[config.mk]
export PLATFORM = sky130hd
export DESIGN_NAME = tuner_reg_loader
export DESIGN_NICKNAME = d
export VERILOG_FILES = /design/src/rtl/tsl_pkg.sv /design/src/rtl/tsl_addr_match.sv /design/src/rtl/tsl_seq.sv /design/src/rtl/tsl_regs.sv /design/src/rtl/tuner_reg_loader.sv
export SDC_FILE = /design/constraint.sdc
export NUM_CORES = 1
export LEC_CHECK = 0
export ABC_AREA = 0
export BUFFER_PORTS_ARGS = -buffer_cell sky130_fd_sc_hd__buf_2
export CAP_MARGIN = 20
export CORE_ASPECT_RATIO = 1.25
export CORE_UTILIZATION = 51
export CTS_CLUSTER_SIZE = 20
export DETAILED_ROUTE_END_ITERATION = 12
export PLACE_DENSITY = 0.79
export SYNTH_ARGS = -nofsm -noshare
export SYNTH_HDL_FRONTEND = slang
export SYNTH_SLANG_ARGS = --single-unit
[constraint.sdc]
create_clock -name clk -period 2.1 [get_ports clk]
set_input_delay 0.21 -clock clk [delete_from_list [all_inputs] [get_ports clk]]
set_output_delay 0.21 -clock clk [all_outputs]
set_load 0.005 [all_outputs]
[src/rtl/tsl_pkg.sv]
package tsl_pkg;
  typedef enum logic [2:0] {
    PTR_IDLE  = 3'd0,
    PTR_ADDR  = 3'd1,
    PTR_FIRST = 3'd2,
    PTR_DIVHI = 3'd3,
    PTR_DIVLO = 3'd4,
    PTR_CTRL  = 3'd5,
    PTR_BAND  = 3'd6
  } ptr_e;

  typedef struct packed {
    logic shadow;
    logic div;
    logic ctrl;
    logic band;
  } load_t;
endpackage

[src/rtl/tsl_addr_match.sv]
module tsl_addr_match #(
  parameter int          BYTE_W  = 8,
  parameter int          SEL_W   = 2,
  parameter logic [4:0]  FIXED   = 5'b11000
) (
  input  logic [BYTE_W-1:0] byte_i,
  input  logic [SEL_W-1:0]  ma_sel_i,
  output logic              hit_o
);
  localparam int FIX_W = BYTE_W - SEL_W - 1;
  logic [BYTE_W-1:0] expect_w;

  always_comb begin
    expect_w = {FIXED[FIX_W-1:0], ma_sel_i, 1'b0};
    hit_o    = (byte_i == expect_w);
  end
endmodule

[src/rtl/tsl_seq.sv]
module tsl_seq
  import tsl_pkg::*;
#(
  parameter int BYTE_W = 8
) (
  input  logic              clk,
  input  logic              rst_n,
  input  logic              start_i,
  input  logic              stop_i,
  input  logic              byte_end_i,
  input  logic [BYTE_W-1:0] byte_i,
  input  logic              hit_i,
  output load_t             load_o,
  output logic              ack_o
);
  ptr_e ptr_q, ptr_d;
  logic ack_q, ack_d;

  always_comb begin
    ptr_d  = ptr_q;
    ack_d  = 1'b0;
    load_o = '0;
    if (start_i) begin
      ptr_d = PTR_ADDR;
    end else if (stop_i) begin
      ptr_d = PTR_IDLE;
    end else if (byte_end_i) begin
      unique case (ptr_q)
        PTR_IDLE: ptr_d = PTR_IDLE;
        PTR_ADDR: begin
          ack_d = hit_i;
          ptr_d = hit_i ? PTR_FIRST : PTR_IDLE;
        end
        PTR_FIRST: begin
          ack_d = 1'b1;
          if (byte_i[BYTE_W-1]) begin
            load_o.ctrl = 1'b1;
            ptr_d       = PTR_BAND;
          end else begin
            load_o.shadow = 1'b1;
            ptr_d         = PTR_DIVLO;
          end
        end
        PTR_DIVHI: begin
          ack_d         = 1'b1;
          load_o.shadow = 1'b1;
          ptr_d         = PTR_DIVLO;
        end
        PTR_DIVLO: begin
          ack_d      = 1'b1;
          load_o.div = 1'b1;
          ptr_d      = PTR_CTRL;
        end
        PTR_CTRL: begin
          ack_d       = 1'b1;
          load_o.ctrl = 1'b1;
          ptr_d       = PTR_BAND;
        end
        PTR_BAND: begin
          ack_d       = 1'b1;
          load_o.band = 1'b1;
          ptr_d       = PTR_DIVHI;
        end
        default: ptr_d = PTR_IDLE;
      endcase
    end
  end

  always_ff @(posedge clk or negedge rst_n) begin
    if (!rst_n) begin
      ptr_q <= PTR_IDLE;
      ack_q <= 1'b0;
    end else begin
      ptr_q <= ptr_d;
      ack_q <= ack_d;
    end
  end

  assign ack_o = ack_q;


  ack_follows_strobe_chk: assert property (@(posedge clk) disable iff (!rst_n)
    ack_q |-> $past(byte_end_i));

  start_rearms_chk: assert property (@(posedge clk) disable iff (!rst_n)
    start_i |=> (ptr_q == PTR_ADDR));

  idle_silent_chk: assert property (@(posedge clk) disable iff (!rst_n)
    (ptr_q == PTR_IDLE && !start_i) |=> !ack_q);

  band_wraps_chk: assert property (@(posedge clk) disable iff (!rst_n)
    (ptr_q == PTR_BAND && byte_end_i && !start_i && !stop_i) |=> (ptr_q == PTR_DIVHI));
endmodule

[src/rtl/tsl_regs.sv]
module tsl_regs
  import tsl_pkg::*;
#(
  parameter int BYTE_W = 8,
  parameter int DIV_W  = 15,
  parameter int BAND_W = 4
) (
  input  logic              clk,
  input  logic              rst_n,
  input  load_t             load_i,
  input  logic [BYTE_W-1:0] byte_i,
  output logic [DIV_W-1:0]  div_o,
  output logic [BYTE_W-1:0] ctrl_o,
  output logic [BAND_W-1:0] band_o
);
  localparam int SHD_W = DIV_W - BYTE_W;

  logic [SHD_W-1:0]  shd_q, shd_d;
  logic [DIV_W-1:0]  div_q, div_d;
  logic [BYTE_W-1:0] ctrl_q, ctrl_d;
  logic [BAND_W-1:0] band_q, band_d;

  always_comb begin
    shd_d  = load_i.shadow ? byte_i[SHD_W-1:0] : shd_q;
    div_d  = load_i.div    ? {shd_q, byte_i}   : div_q;
    ctrl_d = load_i.ctrl   ? byte_i            : ctrl_q;
    band_d = load_i.band   ? byte_i[BAND_W-1:0] : band_q;
  end

  always_ff @(posedge clk or negedge rst_n) begin
    if (!rst_n) begin
      shd_q  <= '0;
      div_q  <= '0;
      ctrl_q <= '0;
      band_q <= '0;
    end else begin
      shd_q  <= shd_d;
      div_q  <= div_d;
      ctrl_q <= ctrl_d;
      band_q <= band_d;
    end
  end

  assign div_o  = div_q;
  assign ctrl_o = ctrl_q;
  assign band_o = band_q;


  shadow_hidden_chk: assert property (@(posedge clk) disable iff (!rst_n)
    (load_i.shadow && !load_i.div) |=> $stable(div_q));
endmodule

[src/rtl/tuner_reg_loader.sv]
module tuner_reg_loader
  import tsl_pkg::*;
#(
  parameter int BYTE_W = 8,
  parameter int SEL_W  = 2,
  parameter int DIV_W  = 15,
  parameter int BAND_W = 4
) (
  input  logic              clk,
  input  logic              rst_n,
  input  logic              start_i,
  input  logic              stop_i,
  input  logic              byte_end_i,
  input  logic [BYTE_W-1:0] byte_i,
  input  logic [SEL_W-1:0]  ma_sel_i,
  output logic              ack_o,
  output logic [DIV_W-1:0]  div_o,
  output logic [BYTE_W-1:0] ctrl_o,
  output logic [BAND_W-1:0] band_o
);
  logic  hit_w;
  load_t load_w;

  tsl_addr_match #(.BYTE_W(BYTE_W), .SEL_W(SEL_W)) u_match (
    .byte_i   (byte_i),
    .ma_sel_i (ma_sel_i),
    .hit_o    (hit_w)
  );

  tsl_seq #(.BYTE_W(BYTE_W)) u_seq (
    .clk        (clk),
    .rst_n      (rst_n),
    .start_i    (start_i),
    .stop_i     (stop_i),
    .byte_end_i (byte_end_i),
    .byte_i     (byte_i),
    .hit_i      (hit_w),
    .load_o     (load_w),
    .ack_o      (ack_o)
  );

  tsl_regs #(.BYTE_W(BYTE_W), .DIV_W(DIV_W), .BAND_W(BAND_W)) u_regs (
    .clk    (clk),
    .rst_n  (rst_n),
    .load_i (load_w),
    .byte_i (byte_i),
    .div_o  (div_o),
    .ctrl_o (ctrl_o),
    .band_o (band_o)
  );


  div_moves_on_byte_chk: assert property (@(posedge clk) disable iff (!rst_n)
    !$stable(div_o) |-> $past(byte_end_i && !start_i && !stop_i));

  band_moves_on_ack_chk: assert property (@(posedge clk) disable iff (!rst_n)
    !$stable(band_o) |-> ack_o);

  ctrl_moves_on_ack_chk: assert property (@(posedge clk) disable iff (!rst_n)
    !$stable(ctrl_o) |-> ack_o);
endmodule

== Word-level counts from Yosys, hierarchy flattened ==
Cells that the tools add are included.

* Eq/ne operators: 7
* Muxes and demuxes: 19
* Reduce and logical (&&, ||, !) cells: 2

{| class="wikitable"
|+ Operators by type and width
! cell !! number
|-
| $pmux W3 S6 || 1
|-
| $mux W4 || 3
|-
| $eq A3 B3 Y1 const B || 3
|-
| $mux W3 || 3
|-
| $eq A8 B8 Y1 || 1
|-
| $mux W1 || 7
|-
| $eq A3 B2 Y1 const B || 2
|-
| $pmux W1 S2 || 3
|-
| $reduce_or A5 Y1 || 1
|-
| $mux W2 || 2
|-
| $eq A3 B1 Y1 const B || 1
|-
| $reduce_bool A3 Y1 || 1
|}

* Register bits: 38
* Bits of input ports: 15
* Output and inout port bits: 28
* Word-level logic and storage cells: 34

== Longest topological paths before layout ==
Gate-level depths: netlist (run 1).

* Word-level depth: 6
* Mapped depth: 5
* Gate-level depth less buffers: 4

== Modules after synthesis ==
Synthesis (run 1) repeated with hierarchy kept, for this count alone.

* Cells, all modules: 108
* Area, all modules: 1627.8 µm²

{| class="wikitable"
|+ Modules (own cells, without submodules)
! module !! times used !! cells an instance !! area each (µm²) !! sequential area each (µm²)
|-
| tsl_regs || 1 || 72 || 1312.5 || 850.8
|-
| tsl_seq || 1 || 31 || 272.8 || 100.1
|-
| tsl_addr_match || 1 || 5 || 42.5 || 0.0
|}

== Least setup slack after synthesis (run 1) ==
OpenSTA, ideal clock, no wires.

* Kind: flip-flop to flip-flop
* Start point: reg u_seq.ptr_q[2]
* End point: reg u_regs.div_q[10], in the netlist u_regs.div_o[10]
* Library setup time: 0.125 ns
* Data arrival time: 1.317 ns
* Data required time: 1.975 ns
* Setup slack: 0.658 ns
* Stages on the path, launching flop included: 6
* Buffers on the path: 2
* Clock period less this slack: 1.442 ns
* Cell sequence: dfrtp_1 buf_2 nor2b_1 nand3b_4 buf_6 mux2_4

* Word-level cells in the longest chain between the ends: 5

{| class="wikitable"
|+ RTL lines
! what !! line !! RTL
|-
| from (decl) || tsl_seq.sv:16 || <nowiki>ptr_e ptr_q, ptr_d;</nowiki>
|-
| from (signal assigned) || tsl_seq.sv:74 || <nowiki>ptr_q <= ptr_d;</nowiki>
|-
| $eq A3 B3 Y1 || tsl_seq.sv:28 || <nowiki>unique case (ptr_q)</nowiki>
|-
| $mux W1 || tsl_seq.sv:28 ||
|-
| $mux W4 || tsl_seq.sv:27 || <nowiki>end else if (byte_end_i) begin</nowiki>
|-
| $mux W4 || tsl_seq.sv:25 || <nowiki>end else if (stop_i) begin</nowiki>
|-
| $mux W4 || tsl_seq.sv:23 || <nowiki>if (start_i) begin</nowiki>
|-
| to (signal assigned) || tsl_regs.sv:38 || <nowiki>div_q <= div_d;</nowiki>
|-
| to (decl) || tsl_regs.sv:19 || <nowiki>logic [DIV_W-1:0] div_q, div_d;</nowiki>
|}

Every way passes these cells.
A chain may end at the register's enable or synchronous reset.

== Final worst setup path (run 1) ==
* Start point: reg u_seq.ptr_q[2]
* End point: reg u_regs.div_q[12], in the netlist u_regs.div_o[12]

Same word-level chain as after synthesis.

==> results.md, run 1 <==
- Outcome: finished clean
- Leakage dissipation: 1.11 nW
- IO Port Bufs: 42
- GR peak layer: met2
- Crit-path max FO: 15
- RSZ-0062 raised after global routing: no
- Number of gates resized after cts: 0
- Largest net degree at the start of global routing: 39
- Overflow after GRT: 0
- FF-to-FF End: u_regs.div_o[12]$_DFFE_PN0P_
- Synthesis-stage register bit count: 38
- Fraction of layout cells with a size suffix above 1: 57.5%
- Reg2Reg Setup Slack: 0.50 ns
- CTS Buf Count: 5
- Root Buffer: clkbuf_4
- Setup TNS: 0 ns
- TritonRoute pass-1 iters: 4
- Synth area leader: dfrtp_1
- Library cells used by synthesis: 28
- Worst Hold Class: in -> reg
- Synth cell count leaders: dfrtp_1 (38), mux2_2 (24), mux2_4 (10)
- Final Hold Fails: 0
- First-pass GRT wire length: 4850 um
- Sequential share of power: 64.1%
- Seq/Total Area, Yosys: 58.2%
- Ant. Diodes: 0
- Core Rows: 22
- Endpoints failing setup: 0
- Core box area: 3000 sq um
- Wire per inst: 15.6 um
- CTS tree: built
- Worst setup EP type: flip-flop
- Async S/R FF share, synth: 100%
- Tmin final: 1.60 ns
- Design Area, Final: 1920 sq um
- Via density: 5.43
- Post-place instance area: 1860 sq um
- DIE HEIGHT: 65.3 um
- Mean Syn Cell Area: 15.3 sq um
- Met1 Track Usage GR: 24.8%
- Power per standard cell area: 603 nW/um^2
- Area Overhead vs Synth: 17.5%
- Yosys top cell area share: 58.2%
- Iteration-0 DRC count of the detailed router: 20
- Hold EP: u_seq.ptr_q[2]$_DFFE_PN0P_
- Total Routing Usage GR: 20.2%
- Leading post-synthesis cells by cell area: dfrtp_1 (58%), mux2_2 (17%), mux2_4 (9.2%), and4b_1 (1.2%), nand3b_4 (1.2%)
- GR Util met3: 6.71%
- Total wire length after detailed routing: 2960 um
- Via count: 1026
- Hold wc startpoint: start_i
- GPL Wtd Cong: 0.771
- Worst-Margin Slew: 0.834 ns
- Switching Fraction: 23.8%
- Internal: 0.882 mW
- Top-count cell post-synth: dfrtp_1
- IR drop worst, VDD: 0.611 mV
- # DRC: 0
- Number of synthesized flops with an enable pin: 0
- CTS max path bufs: 2
- Worst setup path class: reg -> reg
- Clk_skew: 0.0161 ns
- Die W: 52.6 um
- Vias in the first global route: 1010
- Antenna viol nets, final: 0
- Worst-Skew Late Latency: 0.35 ns
- Crit path launch type: flip-flop
- Clock share of power: 30.5%
- Final Max Tran Viols: 0
- H-Tree Depth: 2
- Clk slew on worst S/H paths: 0.10 ns
- Final WS setup: 0.503 ns
- Clock net sink count: 38
- Slew HR: 44.4%
- Total power: 1.16 mW
- Fill cells: 256
- Post-Place Setup Slack: 0.521 ns
- Mapped Area: 1630 sq um
- FMAX: 626 MHz
- Post-CTS setup buffer count: 0
- Syn Nets: 122
- Synth Instances: 107
- GRT met2 Usage: 31.3%
- Max-Cap Viols: 0
- DIE AREA: 3430 sq um
- Psw: 0.276 mW
- RR Startpoint: u_seq.ptr_q[2]$_DFFE_PN0P_
- Reg2Reg Depth: 3
- Synth Flop Type: dfrtp_1
- Fin nets: 168
- Starting Density: 54.4%
- Io pins: 43
- Crit path arrival time: 1.83 ns
- Period utilisation layout: 76.0%
- Logic pwr share: 5.4%
- Initial antenna violation count: 0
- Synth Warn #: 0
- Worst path required time: 2.33 ns
- Hold Crit Depth: 2
[placed cells by master, fill, tap and decap left out]
master and count:
clkbuf_4 5, xor2_1 2, nand2_1 4, a21oi_1 1, or3_1 1, o21bai_1 1
o21ai_0 1, xnor2_1 2, nand3b_4 1, nor2_1 1, clkinv_2 2, nand3_1 2
nand2_2 1, mux2_2 24, nor3b_4 1, nand4_1 1, a31oi_1 1, o22ai_1 1
dfrtp_1 38, dlygate4sd3_1 1, buf_2 42, mux2i_1 1, and4b_1 2, mux2_4 10
nand3b_1 1, nor3_1 2, nor2b_1 1, a31o_2 1, nand4b_2 1, nand2b_1 1
[per-stage QoR]
step	hold WS, ns	std cells	utilization, %
3_5_place_dp	0.351	181	62.1
5_1_grt	0.0838	189	64.0
3_3_place_gp	0.336	181	62.1
2_1_floorplan	-0.0856	107	-
6_report	0.0860	189	64.0
4_1_cts	0.0663	189	64.0
[area by class of cell]
cell class / count / area [sq um] / area share, %
sequential: 38 / 951 / 49.5
multi-input combinational: 65 / 656 / 34.2
timing repair buffer: 43 / 220 / 11.5
tap: 36 / 45.0 / 2.35
clock buffer: 5 / 37.5 / 1.96
clock inverter: 2 / 10.0 / 0.522
[registers in the layout, indices dropped and copies added (netlist names)]
name,cells
u_regs.ctrl_o,8
u_regs.div_o,15
u_regs.shd_q,7
u_regs.band_o,4
u_seq.ack_o,1
u_seq.ptr_q,3
[metal layers]
layer	vias up	part of all wire (%)
met2	35	50
met5	-	0
met4	0	2.1
met1	507	42
li1	478	-
met3	6	5.3
[worst max-delay path by stage]
stage / startpoint / to / slack (ns) / cells past startpoint
after floorplan: u_seq.ptr_q[2]$_DFFE_PN0P_ / u_regs.div_o[10]$_DFFE_PN0P_ / 0.66 / 5
after global placement: byte_end_i / u_regs.band_o[0]$_DFFE_PN0P_ / 0.55 / 4
after detailed placement: u_seq.ptr_q[2]$_DFFE_PN0P_ / u_regs.div_o[13]$_DFFE_PN0P_ / 0.52 / 3
after CTS: u_seq.ptr_q[2]$_DFFE_PN0P_ / u_regs.div_o[4]$_DFFE_PN0P_ / 0.49 / 3
after global routing: u_seq.ptr_q[2]$_DFFE_PN0P_ / u_regs.div_o[7]$_DFFE_PN0P_ / 0.42 / 3
final: u_seq.ptr_q[2]$_DFFE_PN0P_ / u_regs.div_o[12]$_DFFE_PN0P_ / 0.50 / 3
[what timing repair did]
| item | CTS | global route |
|---|---|---|
| hold endpoints to repair | 38 | 0 |
| hold buffers | 1 | 0 |
| endpoints found under the setup margin | 0 | 0 |
[power by group through the flow]
stage / Sequential [mW] / Combinational (mW) / Clock [mW]
after floorplan: 0.754 / 0.0198 / 0
after global placement: 0.756 / 0.0598 / 0
after detailed placement: 0.756 / 0.0622 / 0
after CTS: 0.742 / 0.0637 / 0.366
after global routing: 0.743 / 0.0705 / 0.391
final: 0.742 / 0.0623 / 0.354
[kinds of logic after synthesis]
family / share of synthesized area, %
flops: 58.2
xor+xnor: 2.15
compound gates: 2.38
mux: 26.4
simple gates: 9.27
buf+inv: 1.61
[critical path: stages, from the launching register on]
cell,delay [ns]
dfrtp_1,0.51
nor2b_1,0.32
nand3b_4,0.29
mux2_4,0.38
(Power assumes the default switching activity.)
==> run 2, diff against run 1 <==
==> constraint.sdc (replaced) <==
create_clock -name clk -period 1.6 [get_ports clk]
set_input_delay 0.16 -clock clk [delete_from_list [all_inputs] [get_ports clk]]
set_output_delay 0.16 -clock clk [all_outputs]
set_load 0.005 [all_outputs]
==> run 2 against run 1 <==
Against the previous run:
- setup slack got worse by 0.35 ns
- clock skew decreased by 0.011 ns
- via count increased by 0.78%
- maximum frequency increased by 11%
- final cell count increased by 1.1%
- first-iteration DRC count increased by 15%
- power increased by 33%
- sequential power increased by 31%
- hold slack got worse by 0.042 ns
- clock power increased by 36%
- sequential cell count unchanged
- die area unchanged
- largest cell class unchanged
- largest power group unchanged
==> results.md, run 2 (same netlist as run 1, synthesis figures left out) <==
- Number of flip-flops under the largest register name: 15 (unchanged)
- DIE HEIGHT: 65.3 um (unchanged)
- CP cell instances: nor2b_1 > nand3b_4 > mux2_4 (unchanged)
- Fin nets: 171 (was 168)
- GR peak layer: met2 (unchanged)
- FMAX: 692 MHz (was 626 MHz)
- Design Area, Final: 1960 sq um (was 1920 sq um)
- Ant. Diodes: 0 (unchanged)
- Top cell family by delay on the critical path: simple AND/OR/NAND/NOR gates (unchanged)
- Antenna viol nets, final: 0 (unchanged)
- GRT met2 Usage: 32.3% (was 31.3%)
- Area Overhead vs Synth: 20.0% (was 17.5%)
- IO Port Bufs: 42 (unchanged)
- Clock share of power: 31.2% (was 30.5%)
- Iteration-0 DRC count of the detailed router: 23 (was 20)
- Via count: 1034 (was 1026)
- Critical path buffer and inverter count: 0 (unchanged)
- Outcome: finished clean (unchanged)
- CTS Buf Count: 5 (unchanged)
- Die W: 52.6 um (unchanged)
- Clk slew on worst S/H paths: 0.10 ns (about the same)
- Wire per inst: 15.5 um (was 15.6 um)
- Sequential share of power: 62.8% (was 64.1%)
- Internal: 1.20 mW (was 0.882 mW)
- Multi-input gate area: 656 sq um (unchanged)
- Overflow after GRT: 0 (unchanged)
- Period utilisation layout: 90.3% (was 76.0%)
- Slew HR: 70.7% (was 44.4%)
- GPL Wtd Cong: 0.770 (was 0.771)
- Setup TNS: 0 ns (unchanged)
- Tmin final: 1.44 ns (was 1.60 ns)
- Total wire length after detailed routing: 2960 um (about the same)
- Core box area: 3000 sq um (unchanged)
- Commonest non-fill, non-tap cell in the layout: buf_2 (unchanged)
- Core Util, Final: 65.3% (was 64.0%)
- Cells after DPL: 184 (was 181)
- Io pins: 43 (unchanged)
- Worst Hold Class: in -> reg (unchanged)
- Initial antenna violation count: 0 (unchanged)
- Fraction of layout cells with a size suffix above 1: 58.7% (was 57.5%)
- Power per standard cell area: 789 nW/um^2 (was 603 nW/um^2)
- H-Tree Depth: 2 (unchanged)
- Met1 Track Usage GR: 26.2% (was 24.8%)
- Crit path largest cell delay: 0.40 ns (was 0.51 ns)
- Core Rows: 22 (unchanged)
- Post-CTS setup buffer count: 0 (unchanged)
- CTS max path bufs: 2 (unchanged)
- Post-DP HPWL: 2200 um
- Final Max Tran Viols: 0 (unchanged)
- CTS tree: built (unchanged)
- Endpoints failing setup: 0 (unchanged)
- Worst setup path class: reg -> reg (unchanged)
- Starting Density: 54.4% (unchanged)
- WHS: 0.0442 ns (was 0.0860 ns)
- Logic pwr share: 6.0% (was 5.4%)
- Crit path arrival time: 1.68 ns (was 1.83 ns)
- Largest net degree at the start of global routing: 21 (was 39)
- Worst-Skew Late Latency: 0.34 ns (was 0.35 ns)
- Worst setup EP type: flip-flop (unchanged)
- Post-place instance area: 1900 sq um (was 1860 sq um)
- Slowest library cell on the worst path: dfrtp_1 (unchanged)
- IR drop worst, VDD: 0.483 mV (was 0.611 mV)
- # DRC: 0 (unchanged)
- First-pass GRT wire length: 4940 um (was 4850 um)
- Most frequent cells in the layout: buf_2 (42), dfrtp_1 (37), mux2_2 (24) (was buf_2 (42), dfrtp_1 (38), mux2_2 (24))
- Via density: 5.41 (was 5.43)
- Final Hold Fails: 0 (unchanged)
- Switching Fraction: 22.1% (was 23.8%)
- Clock net sink count: 38 (unchanged)
- Worst-Margin Slew: 0.440 ns (was 0.834 ns)
- Fill cells: 241 (was 256)
- TritonRoute pass-1 iters: 4 (unchanged)
- FF/Latch Area: 952 sq um (was 951 sq um)
- Clk_skew: 0.00554 ns (was 0.0161 ns)
- Root Buffer: clkbuf_4 (unchanged)
- Total Routing Usage GR: 20.5% (was 20.2%)
- Max-Cap Viols: 0 (unchanged)
- Psw: 0.341 mW (was 0.276 mW)
- Worst path required time: 1.83 ns (was 2.33 ns)
- Vias in the first global route: 1060 (was 1010)
- RSZ-0062 raised after global routing: no (unchanged)
- Crit-path max FO: 15 (unchanged)
- Cell Count, Final, Fillers Out: 191 (was 189)
- Leakage dissipation: 1.12 nW (was 1.11 nW)
- GR Util met3: 4.17% (was 6.71%)
- Crit path launch type: flip-flop (unchanged)
- DIE AREA: 3430 sq um (unchanged)
-- run 2: changes by cell type in the layout (fill, tap and decap cells not counted), sizes merged --
cell / previous run / this run
clkinv: 2 / 0
clkbuf: 5 / 6
buf: 42 / 45
-- run 2: stage by stage --
stage | total power, mW | worst slack, ns
after floorplan | 1.02 | 0.158
after global placement | 1.08 | 0.126
after detailed placement | 1.08 | 0.0858
after CTS | 1.56 | 0.0836
after global routing | 1.61 | 0.0620
final | 1.55 | 0.155
-- run 2: path summary, 6_finish.rpt --
path	start	to	slack, ns	cells after the start
max	u_seq.ptr_q[0]$_DFFE_PN0P_	u_regs.div_o[13]$_DFFE_PN0P_	0.16	3
min	start_i	u_seq.ptr_q[2]$_DFFE_PN0P_	0.04	2
max reg2reg	u_seq.ptr_q[0]$_DFFE_PN0P_	u_regs.div_o[13]$_DFFE_PN0P_	0.16	3
min reg2reg	u_regs.ctrl_o[5]$_DFFE_PN0P_	u_regs.ctrl_o[5]$_DFFE_PN0P_	0.51	1
max in group asynchronous	rst_n	u_seq.ptr_q[1]$_DFFE_PN0P_	0.86	3
min in group asynchronous	rst_n	u_regs.div_o[8]$_DFFE_PN0P_	0.28	2
-- run 2: per-layer routing --
layer | share of wire (%) | wire length (um)
met5 | 0 | 0
met1 | 43 | 1270
met2 | 50 | 1480
met3 | 5.1 | 150
met4 | 1.9 | 56
-- run 2: power by group through the flow --
stage | Clock, mW | Sequential [mW] | Combinational (mW)
global route | 0.530 | 0.971 | 0.105
floorplan | 0 | 0.989 | 0.0260
CTS | 0.495 | 0.970 | 0.0956
detailed placement | 0 | 0.989 | 0.0933
finish | 0.482 | 0.970 | 0.0934
global placement | 0 | 0.989 | 0.0895
-- run 2: worst reg2reg max path: stages, from the launching register on --
cell      delay [ns]
dfrtp_1         0.40
nor2b_1         0.27
nand3b_4        0.29
mux2_4          0.38
-- run 2: timing repair --
item,in CTS,in global routing
setup endpoints to repair,0,8
hold buffers,1,0
resized for setup,0,1
endpoints found under the hold margin,18,0
-- run 2: area by class of cell --
class	count	share of cell area, %
Sequential cell	38	48.6
Tap cell	36	2.30
Clock buffer	6	2.62
Multi-Input combinational cell	65	33.5
Timing Repair Buffer	46	13.0
